## src/rtl/lbist_pkg.sv

```systemverilog
// Package lbist_pkg: shared state type, widths and the polynomial step used by
// both the pattern source and the signature register.
// Assumes a 32-bit register and the primitive polynomial x^32+x^22+x^2+x+1.
package lbist_pkg;

    localparam int          SIG_W         = 32;
    localparam logic [31:0] SEED_FALLBACK = 32'h0000_0001;

    typedef enum logic [1:0] {
        ST_IDLE,
        ST_SHIFT,
        ST_CAPT,
        ST_DONE
    } lbist_st_e;

    // One Fibonacci step, feedback from taps 31, 21, 1, 0 into bit 0.
    function automatic logic [SIG_W-1:0] lfsr_step(input logic [SIG_W-1:0] s);
        return {s[SIG_W-2:0], s[31] ^ s[21] ^ s[1] ^ s[0]};
    endfunction

endpackage

```

## src/rtl/lbist_prpg.sv

```systemverilog
// Module lbist_prpg: 32-bit pseudo-random pattern source with an XOR phase
// network spreading its state over NUM_CHAINS scan inputs.
// Assumes NUM_CHAINS <= 1024 so every group offset 7*g mod 32 is nonzero.
module lbist_prpg
    import lbist_pkg::*;
#(
    parameter int NUM_CHAINS = 32
) (
    input  logic                  clk,
    input  logic                  rst_n,
    input  logic                  load,
    input  logic [SIG_W-1:0]      seed,
    input  logic                  advance,
    output logic [SIG_W-1:0]      state_o,
    output logic [NUM_CHAINS-1:0] chain_si
);

    logic [SIG_W-1:0] state_q;

    // Reseed on load (zero seed replaced), step once per shift cycle.
    always_ff @(posedge clk) begin
        if (!rst_n) begin
            state_q <= SEED_FALLBACK;
        end else if (load) begin
            state_q <= (seed == '0) ? SEED_FALLBACK : seed;
        end else if (advance) begin
            state_q <= lfsr_step(state_q);
        end
    end

    assign state_o = state_q;

    // Phase network: group 0 taps directly, later groups XOR a shifted tap.
    for (genvar gi = 0; gi < NUM_CHAINS; gi++) begin : g_phase
        localparam int J = gi % SIG_W;
        localparam int G = gi / SIG_W;
        if (G == 0) begin : g_direct
            assign chain_si[gi] = state_q[J];
        end else begin : g_mixed
            localparam int K = (J + 7 * G) % SIG_W;
            assign chain_si[gi] = state_q[J] ^ state_q[K];
        end
    end

endmodule

```

## src/rtl/lbist_misr.sv

```systemverilog
// Module lbist_misr: 32-bit multiple-input signature register. Chain outputs
// are XOR-folded so that chain k lands on input k mod 32.
// Assumes clear has priority over enable.
module lbist_misr
    import lbist_pkg::*;
#(
    parameter int NUM_CHAINS = 32
) (
    input  logic                  clk,
    input  logic                  rst_n,
    input  logic                  clear,
    input  logic                  enable,
    input  logic [NUM_CHAINS-1:0] chain_so,
    output logic [SIG_W-1:0]      sig_o
);

    logic [SIG_W-1:0] fold;
    logic [SIG_W-1:0] sig_q;

    // Fold any number of chain outputs onto the register width.
    always_comb begin
        fold = '0;
        for (int k = 0; k < NUM_CHAINS; k++) begin
            fold[k % SIG_W] = fold[k % SIG_W] ^ chain_so[k];
        end
    end

    // Clear at start, compact on enabled shift cycles.
    always_ff @(posedge clk) begin
        if (!rst_n || clear) begin
            sig_q <= '0;
        end else if (enable) begin
            sig_q <= lfsr_step(sig_q) ^ fold;
        end
    end

    assign sig_o = sig_q;

endmodule

```

## src/rtl/lbist_seq.sv

```systemverilog
// Module lbist_seq: sequences load, shift and capture phases for a pattern
// count latched at start, then ends with an unload-only phase.
// Assumes CHAIN_LEN >= 2; a start while busy is ignored.
module lbist_seq
    import lbist_pkg::*;
#(
    parameter int CHAIN_LEN = 8,
    parameter int PAT_W     = 16
) (
    input  logic             clk,
    input  logic             rst_n,
    input  logic             start,
    input  logic [PAT_W-1:0] pat_count,
    output logic             load,
    output logic             shift_en,
    output logic             capture,
    output logic             compact_en,
    output logic             busy,
    output logic             done
);

    localparam int            CNT_W = $clog2(CHAIN_LEN);
    localparam logic [CNT_W-1:0] LAST = CNT_W'(CHAIN_LEN - 1);

    lbist_st_e        state_q;
    logic [CNT_W-1:0] cnt_q;
    logic [PAT_W-1:0] pats_q;
    logic [PAT_W-1:0] captured_q;

    assign busy       = (state_q == ST_SHIFT) || (state_q == ST_CAPT);
    assign load       = start && !busy;
    assign shift_en   = (state_q == ST_SHIFT);
    assign capture    = (state_q == ST_CAPT);
    assign done       = (state_q == ST_DONE);
    assign compact_en = shift_en && (captured_q != '0);

    // Phase state machine with shift counter and capture tally.
    always_ff @(posedge clk) begin
        if (!rst_n) begin
            state_q    <= ST_IDLE;
            cnt_q      <= '0;
            pats_q     <= '0;
            captured_q <= '0;
        end else if (load) begin
            state_q    <= ST_SHIFT;
            cnt_q      <= '0;
            pats_q     <= pat_count;
            captured_q <= '0;
        end else begin
            case (state_q)
                ST_SHIFT: begin
                    if (cnt_q == LAST) begin
                        cnt_q   <= '0;
                        state_q <= (captured_q == pats_q) ? ST_DONE : ST_CAPT;
                    end else begin
                        cnt_q <= cnt_q + 1'b1;
                    end
                end
                ST_CAPT: begin
                    captured_q <= captured_q + 1'b1;
                    state_q    <= ST_SHIFT;
                end
                default: ;
            endcase
        end
    end

endmodule

```

## src/rtl/lbist_ctrl.sv

```systemverilog
// Module lbist_ctrl: top of the logic self-test controller. Wires the pattern
// source, sequencer and signature register, latches the expected signature
// and forms pass. Assumes the chains under test are external to this block.
module lbist_ctrl
    import lbist_pkg::*;
#(
    parameter int NUM_CHAINS = 32,
    parameter int CHAIN_LEN  = 8,
    parameter int PAT_W      = 16
) (
    input  logic                  clk,
    input  logic                  rst_n,
    input  logic                  start,
    input  logic [PAT_W-1:0]      pat_count,
    input  logic [SIG_W-1:0]      seed,
    input  logic [SIG_W-1:0]      sig_expect,
    output logic [NUM_CHAINS-1:0] chain_si,
    input  logic [NUM_CHAINS-1:0] chain_so,
    output logic                  scan_en,
    output logic                  capture,
    output logic                  busy,
    output logic                  done,
    output logic                  pass,
    output logic [SIG_W-1:0]      signature
);

    logic             load;
    logic             compact_en;
    logic [SIG_W-1:0] prpg_q;
    logic [SIG_W-1:0] expect_q;

    lbist_seq #(
        .CHAIN_LEN (CHAIN_LEN),
        .PAT_W     (PAT_W)
    ) u_seq (
        .clk        (clk),
        .rst_n      (rst_n),
        .start      (start),
        .pat_count  (pat_count),
        .load       (load),
        .shift_en   (scan_en),
        .capture    (capture),
        .compact_en (compact_en),
        .busy       (busy),
        .done       (done)
    );

    lbist_prpg #(
        .NUM_CHAINS (NUM_CHAINS)
    ) u_prpg (
        .clk      (clk),
        .rst_n    (rst_n),
        .load     (load),
        .seed     (seed),
        .advance  (scan_en),
        .state_o  (prpg_q),
        .chain_si (chain_si)
    );

    lbist_misr #(
        .NUM_CHAINS (NUM_CHAINS)
    ) u_misr (
        .clk      (clk),
        .rst_n    (rst_n),
        .clear    (load),
        .enable   (compact_en),
        .chain_so (chain_so),
        .sig_o    (signature)
    );

    // Hold the expected signature for the whole run.
    always_ff @(posedge clk) begin
        if (!rst_n) begin
            expect_q <= '0;
        end else if (load) begin
            expect_q <= sig_expect;
        end
    end

    assign pass = done && (signature == expect_q);

endmodule

```

## config.mk

```make
export PLATFORM = sky130hd
export DESIGN_NAME = lbist_ctrl
export DESIGN_NICKNAME = d
export VERILOG_FILES = /design/src/rtl/lbist_pkg.sv /design/src/rtl/lbist_prpg.sv /design/src/rtl/lbist_misr.sv /design/src/rtl/lbist_seq.sv /design/src/rtl/lbist_ctrl.sv
export SDC_FILE = /design/constraint.sdc
export NUM_CORES = 1
export LEC_CHECK = 0
export CAP_MARGIN = 20
export CELL_PAD_IN_SITES_DETAIL_PLACEMENT = 1
export CELL_PAD_IN_SITES_GLOBAL_PLACEMENT = 1
export CORE_UTILIZATION = 37
export CTS_BUF_LIST = sky130_fd_sc_hd__clkbuf_2
export DETAILED_ROUTE_END_ITERATION = 16
export PLACE_DENSITY_LB_ADDON = 0.1
export SYNTH_ARGS = -nofsm -noshare
export SYNTH_HDL_FRONTEND = slang
export SYNTH_SLANG_ARGS = --single-unit
```

## constraint.sdc

```tcl
create_clock -name clk -period 2.26 [get_ports clk]
set_clock_uncertainty 0.1 [all_clocks]
set_input_delay 0.226 -clock clk [delete_from_list [all_inputs] [get_ports clk]]
set_output_delay 0.226 -clock clk [all_outputs]
set_load 0.02 [all_outputs]
```

==> results.json <==
{
  "cts_sinks": 133,
  "ant_nets": 0,
  "setup_viol": 1,
  "vias_per_cell": 5.03,
  "ir_drop_v": 0.000326,
  "die_w_microns": 135,
  "dp_hpwl_microns": 14600,
  "drt_iter0_markers": 203,
  "netlist-cell-type-count": 42,
  "worstRegToRegCells": 8,
  "hold_slack_ns": 0.0888,
  "syn_area_sq_um": 6580,
  "min_path_cells": 3,
  "critPathTopFamily": "simple AND/OR/NAND/NOR gates",
  "place_inst": 1098,
  "area_growth_syn_to_layout_pct": 46.4,
  "synthTopCellsByArea": "dfxtp_1 40%, nand2_1 7.8%, xor2_1 7.1%",
  "grt_setup_unrepaired": "yes",
  "row_count": 48,
  "place_congestion": 0.789,
  "fin_crit_sh_pct": 103,
  "worst_pin_slew_ns": 0.488,
  "p_leak_nw": 4.40,
  "cts.clk_slew.worst_paths_ns": 0.19,
  "max-clock-path-buffers": 2,
  "clock_latency_ns": 0.69,
  "drv_cap": 0,
  "failed_checks": "setup timing",
  "place.port_buffers": 183,
  "endpoint_kind": "output pin",
  "htreeDepth": 4,
  "slew_headroom_pct": 67.2,
  "antenna_found_initial": 2,
  "run_status": "complete, but fails checks",
  "cts_tree": "yes",
  "yosysTopAreaCellShare_pct": 40.4,
  "syn_inst": 699,
  "crit_cells": 5,
  "fin_cells": 1185,
  "critPathMaxStageDelay_ns": 0.39,
  "fmax_ghz": 0.428,
  "hold_viol": 0,
  "drc_errors": 0,
  "avgSynthCellArea_sq_um": 9.42,
  "drt-total-wl_microns": 21100,
  "start_util_pct": 37.9,
  "via_count": 5959,
  "cts_buffers": 17,
  "crit_slowest_cell": "dfxtp_4",
  "synth_seq_area_share_pct": 40.4,
  "cp-start-kind": "flip-flop",
  "wl_per_cell_microns": 17.8,
  "ys_warn_count": 0,
  "grt_usage_pct": 23.0,
  "report.final.slew_viol_count": 0,
  "dieHeight_microns": 135,
  "cp_cell_sequence": "xor2_1 > nor4_2 > nand3_1 > nor3_2 > buf_4",
  "grt-ovfl-total": 0,
  "core_area_sq_um": 17400,
  "finalNetCount": 1069,
  "drt-pass1-iter-count": 4,
  "grt_max_degree": 100,
  "min_period_ns": 2.34,
  "synth.largest_area_cell": "dfxtp_1",
  "crit_fanout": 3,
  "dieArea_sq_um": 18300,
  "min_path_type": "primary input to flip-flop",
  "grt_pass1_vias": 6251,
  "io_pins": 184,
  "drive_gt1_share_pct": 16.4,
  "fin_setup_tns_ns": -0.0775,
  "path_buf_inv": 1,
  "p_per_area_nw_per_um2": 502,
  "crit_arrival_ns": 2.01,
  "clock-root-buffer": "clkbuf_2",
  "worstPathRequired_ns": 1.93,
  "ys_ff_latch": 133,
  "fin_ws_ns": -0.0775,
  "crit_type": "flip-flop to output pin",
  "syn-num-nets": 821,
  "grt_pass1_wl_microns": 32200
}
==> worst paths after layout <==
path | slack [ns] | startpoint | end
worst max-delay path | -0.08 | u_misr.sig_o[15] | pass
worst min-delay path | 0.09 | sig_expect[6] | expect_q[6]
worst max register to register | 0.18 | u_seq.captured_q[1] | u_misr.sig_o[7]
worst min register to register | 0.38 | u_seq.pats_q[5] | u_seq.pats_q[5]
==> synth_stat cells (all sizes together) <==
| cell type | count |
|---|---|
| a211oi | 31 |
| a21boi | 48 |
| a21o | 1 |
| a21oi | 8 |
| a31o | 3 |
| a31oi | 2 |
| a41o | 1 |
| a41oi | 1 |
| and2 | 1 |
| and3 | 1 |
| buf | 20 |
| clkbuf | 28 |
| dfxtp | 133 |
| ha | 7 |
| inv | 8 |
| mux2i | 35 |
| nand2 | 136 |
| nand3 | 10 |
| nand4 | 8 |
| nor2 | 52 |
| nor3 | 7 |
| nor4 | 23 |
| nor4b | 1 |
| o211a | 31 |
| o211ai | 1 |
| o21a | 1 |
| o21ai | 4 |
| or2 | 1 |
| or3 | 2 |
| xnor2 | 41 |
| xor2 | 53 |
==> placed cells by master, fill, tap and decap left out, drive strengths merged, types with 2 or more instances in the layout <==
master	Yosys	routed
a31oi	2	2
a21boi	48	48
nor4	23	23
a31o	3	3
nand4	8	8
ha	7	7
nor2	52	52
nand2	136	136
dlygate4sd3	0	54
or3	2	2
clkinv	0	8
dlygate4sd2	0	4
buf	20	42
clkdlybuf4s50	0	155
dfxtp	133	133
o211a	31	31
xnor2	41	41
mux2i	35	35
dlymetal6s2s	0	21
inv	8	8
clkbuf	28	20
diode	0	3
a211oi	31	31
a21oi	8	8
xor2	53	53
o21ai	4	4
nor3	7	7
nand3	10	10
==> layout make-up <==
class,count,area (sq um)
timing repair buffer,277,2780
tap,225,282
multi-input combinational,510,3700
fill,1899,7720
clock buffer,20,100
antenna,3,7.51
sequential,133,2680
inverter,8,32.5
clock inverter,9,65.1
==> worst register-to-register path, delay by kind of cell (launching register included) <==
family / cells / cell delay (ns)
flip-flops: 1 / 0.48
AO/OA/AOI/OAI: 2 / 0.49
AND/OR/NAND/NOR: 2 / 0.18
buffers and inverters: 3 / 0.54
adder cells (fa/ha/maj): 1 / 0.19
==> report_power, final <==
group          internal, mW  switching [mW]  total [mW]
registers              2.46          0.0881        2.55
logic                 0.568           0.506        1.07
clock network         0.370           0.840        1.21
total                  3.40            1.43        4.83
==> layer usage <==
metal	share of wire (%)	routed length, microns	vias up	GRT usage (%)
met4	1.3	284	0	6.74
met1	43	8990	2892	26.5
li1	-	-	2902	-
met2	51	10700	149	41.5
met5	0	0	-	0
met3	5.0	1060	16	6.02
==> logic make-up after synthesis <==
| family | count (synthesis) | share of synthesized area (%) |
|---|---|---|
| AOI/OAI and AO/OA | 132 | 18.5 |
| xor gates and xnor gates | 94 | 12.5 |
| adders and majority gates | 7 | 1.33 |
| buffers and inverters | 56 | 4.30 |
| DFF | 133 | 40.4 |
| muxes | 35 | 5.32 |
| and+or+nand+nor | 242 | 17.6 |
==> state kept, by name, summed over array words and instances (netlist names) <==
signal and flops:
u_seq.pats_q 16, u_prpg.chain_si 32, expect_q 32, u_misr.sig_o 32, u_seq.state_q 2, u_seq.captured_q 16
u_seq.cnt_q 3
==> metrics by stage <==
step	power, mW	worst slack, ns	cell area (sq um)	utilization (%)
after floorplan	3.09	0.344	6580	-
after global placement	3.56	-0.0261	8810	50.8
after detailed placement	3.59	-0.0180	8810	50.8
after CTS	4.87	-0.249	9460	54.5
after global routing	5.08	-0.297	9640	55.5
final	4.83	-0.0775	9640	55.5
==> timing repair <==
item | CTS | global route
pin swaps | 3 | 7
resized for setup | 18 | 32
endpoints found under the setup margin | 6 | 25
buffers inserted | 0 | 1
hold buffers | 47 | 7
endpoints found under the hold margin | 128 | 7
No activity file was read; power rests on OpenSTA's default activity.
